===== src/rtl/wcp_pkg.sv =====
package wcp_pkg;

  typedef enum logic [2:0] {
    PH_IDLE,
    PH_TX_SYNC,
    PH_TX_MARK,
    PH_TX_BITS,
    PH_RX_SEEK,
    PH_RX_WAIT_HI,
    PH_RX_BITS
  } phaseT;

  typedef enum logic [1:0] {
    DRV_RELEASE,
    DRV_LOW,
    DRV_HIGH,
    DRV_DATA
  } driveT;

  // strobes from control to datapath
  typedef struct packed {
    logic  loadTx;
    logic  armRx;
    logic  advance;
    logic  capture;
    driveT drive;
  } dpCtrlT;

  // bit time in microseconds for each speed selection
  function automatic int bitMicros(input int sel);
    case (sel)
      0:       return 4;
      1:       return 6;
      2:       return 12;
      3:       return 24;
      4:       return 36;
      default: return 48;
    endcase
  endfunction

endpackage


===== src/rtl/wcp_datapath.sv =====
module wcp_datapath
  import wcp_pkg::*;
#(
  parameter int MAX_BITS    = 8,
  parameter int NARROW_BITS = 7
) (
  input  logic                clk,
  input  logic                rstN,
  input  dpCtrlT              ctrl,
  input  logic                wideSel,
  input  logic [MAX_BITS-1:0] txData,
  input  logic                pinIn,
  output logic                pinSync,
  output logic                lastBit,
  output logic                pinOe,
  output logic                pinOut,
  output logic [MAX_BITS-1:0] rxData,
  output logic                parityErr
);

  localparam int FW      = MAX_BITS + 1;
  localparam int CW      = $clog2(FW + 1);
  localparam int SHIFT_N = MAX_BITS - NARROW_BITS;
  localparam logic [MAX_BITS-1:0] NARROW_MASK = MAX_BITS'((1 << NARROW_BITS) - 1);

  logic [1:0]          syncQ;
  logic [FW-1:0]       frameQ;
  logic [CW-1:0]       bitsLeft;
  logic [MAX_BITS-1:0] rxDataQ;
  logic                parErrQ;

  logic [MAX_BITS-1:0] maskedData;
  logic                txParity;
  logic [FW-1:0]       txFrame;
  logic [CW-1:0]       loadCount;
  logic [FW-1:0]       shiftIn;

  // two-flop synchronizer; idle wire reads high
  always_ff @(posedge clk or negedge rstN) begin
    if (!rstN) syncQ <= 2'b11;
    else       syncQ <= {syncQ[0], pinIn};
  end
  assign pinSync = syncQ[1];

  // transmit frame: data left-aligned, parity bit last
  always_comb begin
    maskedData = wideSel ? txData : (txData & NARROW_MASK);
    txParity   = ^maskedData;
    if (wideSel) txFrame = {maskedData, txParity};
    else         txFrame = {maskedData, txParity} << SHIFT_N;
    loadCount  = wideSel ? CW'(MAX_BITS + 1) : CW'(NARROW_BITS + 1);
    shiftIn    = {frameQ[FW-2:0], pinSync};
  end

  assign lastBit = (bitsLeft == CW'(1));

  always_ff @(posedge clk or negedge rstN) begin
    if (!rstN) begin
      frameQ   <= '0;
      bitsLeft <= '0;
      rxDataQ  <= '0;
      parErrQ  <= 1'b0;
    end else if (ctrl.loadTx) begin
      frameQ   <= txFrame;
      bitsLeft <= loadCount;
    end else if (ctrl.armRx) begin
      frameQ   <= '0;
      bitsLeft <= loadCount;
    end else if (ctrl.advance) begin
      frameQ   <= {frameQ[FW-2:0], 1'b0};
      bitsLeft <= bitsLeft - CW'(1);
    end else if (ctrl.capture) begin
      frameQ   <= shiftIn;
      bitsLeft <= bitsLeft - CW'(1);
      if (lastBit) begin
        // unused top bits stay zero, so the whole frame gives word and parity
        rxDataQ <= shiftIn[FW-1:1];
        parErrQ <= ^shiftIn;
      end
    end
  end

  always_comb begin
    case (ctrl.drive)
      DRV_LOW:  begin pinOe = 1'b1; pinOut = 1'b0;          end
      DRV_HIGH: begin pinOe = 1'b1; pinOut = 1'b1;          end
      DRV_DATA: begin pinOe = 1'b1; pinOut = frameQ[FW-1];  end
      default:  begin pinOe = 1'b0; pinOut = 1'b0;          end
    endcase
  end

  assign rxData    = rxDataQ;
  assign parityErr = parErrQ;

  assert_strobe_onehot_R9: assert property (@(posedge clk) disable iff (!rstN)
    $onehot0({ctrl.loadTx, ctrl.armRx, ctrl.advance, ctrl.capture}));

  assert_count_live_R3: assert property (@(posedge clk) disable iff (!rstN)
    (ctrl.advance || ctrl.capture) |-> (bitsLeft != '0));

  assert_rx_released_R10: assert property (@(posedge clk) disable iff (!rstN)
    ctrl.capture |-> !pinOe);

endmodule


===== src/rtl/wcp_control.sv =====
module wcp_control
  import wcp_pkg::*;
#(
  parameter int BIT_CYCLES  = 600,
  parameter int MARK_CYCLES = 2,
  parameter int SEEK_BITS   = 5
) (
  input  logic   clk,
  input  logic   rstN,
  input  logic   startTx,
  input  logic   startRx,
  input  logic   pinSync,
  input  logic   lastBit,
  output dpCtrlT ctrl,
  output logic   done
);

  localparam int SEEK_CYCLES  = SEEK_BITS * BIT_CYCLES;
  localparam int FIRST_CYCLES = MARK_CYCLES + BIT_CYCLES / 2;
  localparam int TW           = $clog2(SEEK_CYCLES + 1);

  phaseT         phaseQ, phaseD;
  logic [TW-1:0] timerQ, timerD;
  logic          holdLowQ, holdLowD;
  logic          doneQ, doneD;
  logic          timeUp;

  assign timeUp = (timerQ == '0);

  always_comb begin
    phaseD     = phaseQ;
    timerD     = timeUp ? timerQ : timerQ - TW'(1);
    holdLowD   = holdLowQ;
    doneD      = 1'b0;
    ctrl       = '0;
    ctrl.drive = DRV_RELEASE;
    case (phaseQ)
      PH_IDLE: begin
        ctrl.drive = holdLowQ ? DRV_LOW : DRV_RELEASE;
        if (startTx) begin
          ctrl.loadTx = 1'b1;
          phaseD      = PH_TX_SYNC;
          timerD      = TW'(BIT_CYCLES - 1);
          holdLowD    = 1'b0;
        end else if (startRx) begin
          ctrl.armRx  = 1'b1;
          phaseD      = PH_RX_SEEK;
          timerD      = TW'(SEEK_CYCLES - 1);
          holdLowD    = 1'b0;
        end
      end
      PH_TX_SYNC: begin
        ctrl.drive = DRV_LOW;
        if (timeUp) begin
          phaseD = PH_TX_MARK;
          timerD = TW'(MARK_CYCLES - 1);
        end
      end
      PH_TX_MARK: begin
        ctrl.drive = DRV_HIGH;
        if (timeUp) begin
          phaseD = PH_TX_BITS;
          timerD = TW'(BIT_CYCLES - 1);
        end
      end
      PH_TX_BITS: begin
        ctrl.drive = DRV_DATA;
        if (timeUp) begin
          ctrl.advance = 1'b1;
          if (lastBit) begin
            phaseD   = PH_IDLE;
            doneD    = 1'b1;
            holdLowD = 1'b1;
          end else begin
            timerD = TW'(BIT_CYCLES - 1);
          end
        end
      end
      PH_RX_SEEK: begin
        if (!pinSync) begin
          phaseD = PH_RX_WAIT_HI;
        end else if (timeUp) begin
          phaseD = PH_RX_BITS;
          timerD = TW'(FIRST_CYCLES - 1);
        end
      end
      PH_RX_WAIT_HI: begin
        if (pinSync) begin
          phaseD = PH_RX_BITS;
          timerD = TW'(FIRST_CYCLES - 1);
        end
      end
      PH_RX_BITS: begin
        if (timeUp) begin
          ctrl.capture = 1'b1;
          if (lastBit) begin
            phaseD = PH_IDLE;
            doneD  = 1'b1;
          end else begin
            timerD = TW'(BIT_CYCLES - 1);
          end
        end
      end
      default: phaseD = PH_IDLE;
    endcase
  end

  always_ff @(posedge clk or negedge rstN) begin
    if (!rstN) begin
      phaseQ   <= PH_IDLE;
      timerQ   <= '0;
      holdLowQ <= 1'b0;
      doneQ    <= 1'b0;
    end else begin
      phaseQ   <= phaseD;
      timerQ   <= timerD;
      holdLowQ <= holdLowD;
      doneQ    <= doneD;
    end
  end

  assign done = doneQ;

  assert_done_single_R5: assert property (@(posedge clk) disable iff (!rstN)
    done |=> !done);

  assert_busy_ignores_start_R9: assert property (@(posedge clk) disable iff (!rstN)
    (phaseQ != PH_IDLE) |-> !(ctrl.loadTx || ctrl.armRx));

endmodule


===== src/rtl/wire_chunk_phy.sv =====
module wire_chunk_phy
  import wcp_pkg::*;
#(
  parameter int CLK_MHZ     = 100,
  parameter int SPEED_SEL   = 1,
  parameter int MAX_BITS    = 8,
  parameter int NARROW_BITS = 7,
  parameter int MARK_CYCLES = 2,
  parameter int SEEK_BITS   = 5
) (
  input  logic                clk,
  input  logic                rstN,
  input  logic                startTx,
  input  logic                startRx,
  input  logic                wideSel,
  input  logic [MAX_BITS-1:0] txData,
  output logic [MAX_BITS-1:0] rxData,
  output logic                parityErr,
  output logic                done,
  input  logic                pinIn,
  output logic                pinOe,
  output logic                pinOut
);

  localparam int BIT_CYCLES = CLK_MHZ * bitMicros(SPEED_SEL);

  dpCtrlT ctrl;
  logic   pinSync;
  logic   lastBit;

  wcp_control #(
    .BIT_CYCLES (BIT_CYCLES),
    .MARK_CYCLES(MARK_CYCLES),
    .SEEK_BITS  (SEEK_BITS)
  ) uControl (
    .clk    (clk),
    .rstN   (rstN),
    .startTx(startTx),
    .startRx(startRx),
    .pinSync(pinSync),
    .lastBit(lastBit),
    .ctrl   (ctrl),
    .done   (done)
  );

  wcp_datapath #(
    .MAX_BITS   (MAX_BITS),
    .NARROW_BITS(NARROW_BITS)
  ) uDatapath (
    .clk      (clk),
    .rstN     (rstN),
    .ctrl     (ctrl),
    .wideSel  (wideSel),
    .txData   (txData),
    .pinIn    (pinIn),
    .pinSync  (pinSync),
    .lastBit  (lastBit),
    .pinOe    (pinOe),
    .pinOut   (pinOut),
    .rxData   (rxData),
    .parityErr(parityErr)
  );

  // a driven wire at the end of a chunk is always low
  assert_low_at_end_R5: assert property (@(posedge clk) disable iff (!rstN)
    (done && pinOe) |-> !pinOut);

endmodule


===== config.mk =====
export PLATFORM = sky130hd
export DESIGN_NAME = wire_chunk_phy
export DESIGN_NICKNAME = d
export VERILOG_FILES = /design/src/rtl/wcp_pkg.sv /design/src/rtl/wcp_datapath.sv /design/src/rtl/wcp_control.sv /design/src/rtl/wire_chunk_phy.sv
export SDC_FILE = /design/constraint.sdc
export NUM_CORES = 1
export LEC_CHECK = 0
export ABC_CLOCK_PERIOD_IN_PS = 2950
export BUFFER_PORTS_ARGS = -buffer_cell sky130_fd_sc_hd__buf_4
export CAP_MARGIN = 25
export CORE_MARGIN = 5
export CORE_UTILIZATION = 40
export DETAILED_ROUTE_END_ITERATION = 10
export PLACE_DENSITY = 0.59
export SYNTH_ARGS = -nofsm -noshare
export SYNTH_HDL_FRONTEND = slang
export SYNTH_SLANG_ARGS = --single-unit
export TNS_END_PERCENT = 100

===== constraint.sdc =====
create_clock -name clk -period 2.95 [get_ports clk]
set_input_delay 0.1475 -clock clk [delete_from_list [all_inputs] [get_ports clk]]
set_output_delay 0.1475 -clock clk [all_outputs]
set_load 0.02 [all_outputs]

* Word-level counts from Yosys, hierarchy flattened
Index checks and enable logic that the tools add are counted.
** Operators by class
- Add/subtract/negate cells :: 2
- Multipliers :: 0
- Divide/modulo/power cells :: 0
- Magnitude comparators :: 0
- Equality and inequality tests :: 19
- Shifts and indexed selects :: 0
- Mux-type cells :: 51
- Bitwise operators :: 3
- Reduce and logical (&&, ||, !) cells :: 11
** Operators with widths (count)
- 2-to-1 mux 12 bit :: 10
- case mux 12 bit (6 select lines) :: 1
- 2-to-1 mux 9 bit :: 5
- 2-to-1 mux 3 bit :: 9
- case mux 3 bit (6 select lines) :: 1
- 2-to-1 mux 1 bit :: 16
- 2-to-1 mux 4 bit :: 4
- zero test 12 bit :: 1
- inequality test 2 x 1 -> 1 bit (second input constant) :: 6
- subtractor 12 x 1 -> 12 bit (second input constant) :: 1
- equality test 3 bit (second input constant) :: 3
- parity 9 bit :: 1
- 2-to-1 mux 8 bit :: 1
- case mux 2 bit (4 select lines) :: 1
- parity 8 bit :: 1
- AND reduction 7 bit :: 1
- equality test 3 x 2 -> 1 bit (second input constant) :: 2
- inequality test 3 bit (second input constant) :: 2
- AND reduction 5 bit :: 1
- equality test 2 bit (second input constant) :: 2
- equality test 4 x 1 -> 1 bit (second input constant) :: 1
- case mux 1 bit (2 select lines) :: 2
- AND reduction 4 bit :: 1
- nonzero test 4 bit :: 1
- other kinds (10) :: 12
** Storage, ports and cells
- Bits in registers :: 41
- Bits in latches :: 0
- RAM bits :: 0
- Bits in read-only memories :: 0
- Bits of input ports :: 14
- Output and inout port bits :: 12
- Memories kept :: 0

* Logic depth before layout (Yosys ltp)
- Depth in word-level cells :: 7
- Gate-level depth with buffers :: 13

* By module
From an unflattened synthesis, not the netlist that was laid out.
** Unflattened totals
- Cell total of the unflattened synthesis :: 286
- Area, all modules :: 2712.6 µm²
** By module, submodules not included
- wcp_datapath :: times used 1, cells each 115, area each 1365.1 µm², seq. area each 603.1 µm²
- wcp_control :: times used 1, cells each 171, area each 1347.5 µm², seq. area each 425.4 µm²

* Worst setup path after synthesis
Ideal clock, no wire load.
- Path kind :: reg-to-reg
- From :: register uControl.timerQ[0]
- To :: register uControl.timerQ[0]
- Library setup time :: 129 ps
- Arrival :: 2260 ps
- Data required time :: 2821 ps
- Slack :: 561 ps
- Stages on the path, launching flop included :: 14
- Buffers on the path :: 2
- Cell sequence :: dfrtp_1 > inv_1 > ha_1 > nor3b_1 > and4_1 > buf_4 > inv_2 > buf_6 > ha_1 > nor4b_1 > o21ai_0 > o21ai_0 > a211oi_1 > a21oi_1
** Between the ends
- Cells in the longest elaborated chain, start to end :: 5
- Elaborated cells on any way between the ends :: 13
- Those cells by class :: add/sub (1); mux (11); reduce/logical (1)
** Ends and longest elaborated chain
- start: declaration :: line wcp_control.sv:23 : logic [TW-1:0] timerQ, timerD;
- start signal: assignment :: line wcp_control.sv:116 : timerQ <= timerD;
- subtractor 12 x 1 -> 12 bit / zero test 12 bit (equally long branches) :: line wcp_control.sv:32, wcp_control.sv:28
- 2-to-1 mux 12 bit :: line wcp_control.sv:32 : timerD = timeUp ? timerQ : timerQ - TW'(1);
- 2-to-1 mux 12 bit, on equally long branches
- 2-to-1 mux 12 bit, on equally long branches :: line wcp_control.sv:68, wcp_control.sv:40, wcp_control.sv:80
- case mux 12 bit (6 select lines) * :: line wcp_control.sv:37 : case (phaseQ)
- via uControl.timerD[0] :: line wcp_control.sv:23
Mark *: on every way through the listed nets, which the timed path passes. The rest lies on a longest branch.
A chain may end at the register's enable or synchronous reset.

* Worst setup path after layout
- From :: register uControl.timerQ[1]
- To :: register uControl.timerQ[0]
** Between the ends
- Cells in the longest elaborated chain, start to end :: 5
- Elaborated cells on any way between the ends :: 12
- Those cells by class :: mux (11); reduce/logical (1)
** Ends and longest elaborated chain
- zero test 12 bit * :: line wcp_control.sv:28 : assign timeUp = (timerQ == '0);
- 2-to-1 mux 12 bit :: line wcp_control.sv:32
- 2-to-1 mux 12 bit, on equally long branches
- 2-to-1 mux 12 bit, on equally long branches :: line wcp_control.sv:68, wcp_control.sv:40, wcp_control.sv:80
- case mux 12 bit (6 select lines) * :: line wcp_control.sv:37
- via uControl.timerD[0] :: line wcp_control.sv:23
Marked as above.

==> impl_metrics.toml <==
[logic_synthesis]
yosysWarnings = 0
synth_area_um2 = 2660
ys_ff_latch = 41
yosysMostFrequentCell = "dfrtp_1"
yosysTopAreaCellShare = 0.367
synthTopCellsByArea = "dfrtp_1, mux2_2, xnor2_1"
syn_area_per_cell_um2 = 8.92
syn_inst = 298
ys_types = 53
synth_top_area_cell = "dfrtp_1"
synth_edf_count = 0
ys.flop_type = "dfrtp_1"
seq_area_frac_synth = 0.387
yosys-top-cells-count = "dfrtp_1, nor2_1, nand2_1, a21oi_1, o21ai_0"
async_reset_ff_frac = 1.00
synth_fp_nets = 317

[detailed_routing]
dr.pass1.iters = 4
viasPerCell = 5.58
route.detailed.drc = 0
drt_iter0_drc = 135
ant_nets = 0
totalWireLength_um = 6470
route.vias.total = 2211
avgRoutedWirePerCell_um = 16.3

[clock_network]
insertion_delay_ns = 0.30
cts_max_level = 2
cts_resized = 0
clk_pin_slew_worst_paths_ns = 0.09
clock_sink_count = 41
cts_tree = "built"
cts_buffer_depth = 2
cts_root_buf = "clkbuf_8"
cts_buffers = 5

[setup_path]
r2r-end = "uControl.timerQ[0]$_DFF_PN0_"
r2r.worst_path.cells = 11
worstPathMaxFanout = 3
worstSetupPathType = "flip-flop to flip-flop"
end_kind = "flip-flop"
cp.arrival_ns = 2.54
crit-reg2reg-launch = "uControl.timerQ[1]$_DFF_PN0_"
worstSetupStartpointType = "flip-flop"
r2r_setup_slack_ns = 0.59
required_ns = 3.13

[pwr]
total_power_mw = 1.10
p_per_area_nw_per_um2 = 364
p_leak_nw = 1.29
peakVddDrop_mv = 0.188

[flow_run]
drv_cap = 0

[hold_path]
hold_path_class = "input port to flip-flop"
hp-start = "txData[7]"
hold_path_depth = 3
worstHoldEndpoint = "uDatapath.frameQ[0]$_DFFE_PN0P_"

[layout]
fin_nets = 337
area_delta_synth_final_pct = 13.7
n_antenna_cell = 0
drive_above_1_share = 0.197

[timing]
drv_slew = 0
tns_ns = 0
hold_viol_final = 0
finalCritPeriodShare = 0.800
setup_viol = 0
layout_min_cycle_time_ns = 2.36
max_freq_mhz = 423
fin_hold_ws_ns = 0.146
rsz0062_at_grt = "no"
fin_worst_skew_ns = 0.00775
worst_slew_pin_slew_ns = 1.02
max_slew_margin = 0.314

[global_route]
gr-total-overflow = 0
grt_max_degree = 42
antenna_found_initial = 0
grt_pass1_vias = 2253
grt_pass1_wl_um = 11100
grt_usage = 0.164

[die]
start_util = 0.414
core_um2 = 6420
fp.dieW_um = 91.5
fp.dieH_um = 91.5
placementRows = 29
dieArea_um2 = 8380
pin_count = 26

[placed_design]
place_congestion = 0.793
dpl.hpwl_um = 4630
portBuffers = 25

[outcome]
run_status = "finished, final reports clean"
==> cells in the final DEF, fill, tap and decap left out, types with 7 or more instances in the layout <==
| cell type | synthesis | routed |
|---|---|---|
| dfrtp_1 | 39 | 39 |
| nor2_1 | 31 | 31 |
| buf_4 | 2 | 31 |
| nand2_1 | 26 | 26 |
| a21oi_1 | 23 | 23 |
| o21ai_0 | 22 | 21 |
| xnor2_1 | 20 | 20 |
| mux2_2 | 16 | 16 |
| nand3_1 | 9 | 9 |
| inv_1 | 8 | 8 |
| xor2_1 | 8 | 8 |
| a211oi_1 | 7 | 7 |
==> cell type report <==
type                    instances  area [um^2]
fillers                       626         3400
inverters                       9         33.8
clock buffers                   6         72.6
well taps                      77         96.3
multi-input cells             228         1500
repair buffers                 33          253
flip-flops and latches         41         1030
clock inverters                 2         38.8
==> critical path, stage by stage (launching register included) <==
cell,delay (ns)
dfrtp_1,0.40
inv_1,0.11
ha_1,0.17
nor3b_1,0.21
and4_1,0.26
inv_2,0.05
ha_1,0.30
nor4b_1,0.14
o21ai_0,0.13
o21ai_0,0.12
a211oi_1,0.25
a21oi_1,0.10
==> how the worst max path moves through the flow <==
stage	slack, ns	endpoint	cells past startpoint	startpoint
floorplan	0.56	uControl.timerQ[0]$_DFF_PN0_	13	uControl.timerQ[0]$_DFF_PN0_
global placement	0.66	uDatapath.rxData[7]$_DFFE_PN0P_	7	uControl.timerQ[1]$_DFF_PN0_
detailed placement	0.62	uDatapath.rxData[6]$_DFFE_PN0P_	6	uDatapath.bitsLeft[1]$_DFFE_PN0P_
CTS	0.61	uControl.timerQ[0]$_DFF_PN0_	11	uControl.timerQ[1]$_DFF_PN0_
global route	0.33	uControl.timerQ[0]$_DFF_PN0_	11	uControl.timerQ[0]$_DFF_PN0_
finish	0.59	uControl.timerQ[0]$_DFF_PN0_	11	uControl.timerQ[1]$_DFF_PN0_
==> timing repair <==
action                     CTS  global route
hold buffers                 2             0
setup endpoints to repair    0             0
hold endpoints to repair    40             0
setup buffers                0             0
==> where the power goes <==
group          switching (mW)  internal [mW]
Clock                   0.211          0.254
Sequential            0.00290          0.564
Combinational          0.0350         0.0340
==> cell families after synthesis <==
family	count (synthesis)	synth area share
xor gates and xnor gates	28	0.0922
AOI/OAI and AO/OA	78	0.184
muxes	19	0.0791
adders and majority gates	5	0.0235
and+or+nand+nor	98	0.186
buffers and inverters	29	0.0485
DFF	41	0.387
==> metal layers <==
metal / up-vias / share of wire / GRT usage
met2: 39 / 0.49 / 0.277
li1: 1097 / - / -
met1: 1066 / 0.46 / 0.216
met4: 0 / 0.010 / 0.0402
met3: 9 / 0.032 / 0.0298
met5: - / 0 / 0
==> per-stage QoR <==
stage | cell area, um^2 | util | worst slack, ns | instances
after floorplan | 2660 | - | 0.561 | 298
after global placement | 2890 | 0.450 | 0.660 | 386
after detailed placement | 2890 | 0.450 | 0.624 | 386
after CTS | 3020 | 0.471 | 0.610 | 396
after global routing | 3020 | 0.471 | 0.330 | 396
final | 3020 | 0.471 | 0.589 | 396
==> state kept, by name, indices dropped and copies added (netlist names) <==
name / cells
uDatapath.frameQ: 9
uControl.phaseQ: 3
uDatapath.rxData: 8
uControl.done: 1
uDatapath.bitsLeft: 4
uDatapath.parityErr: 1
uControl.holdLowQ: 1
uControl.timerQ: 12
uDatapath.syncQ: 2
No activity file was read; power rests on OpenSTA's default activity.
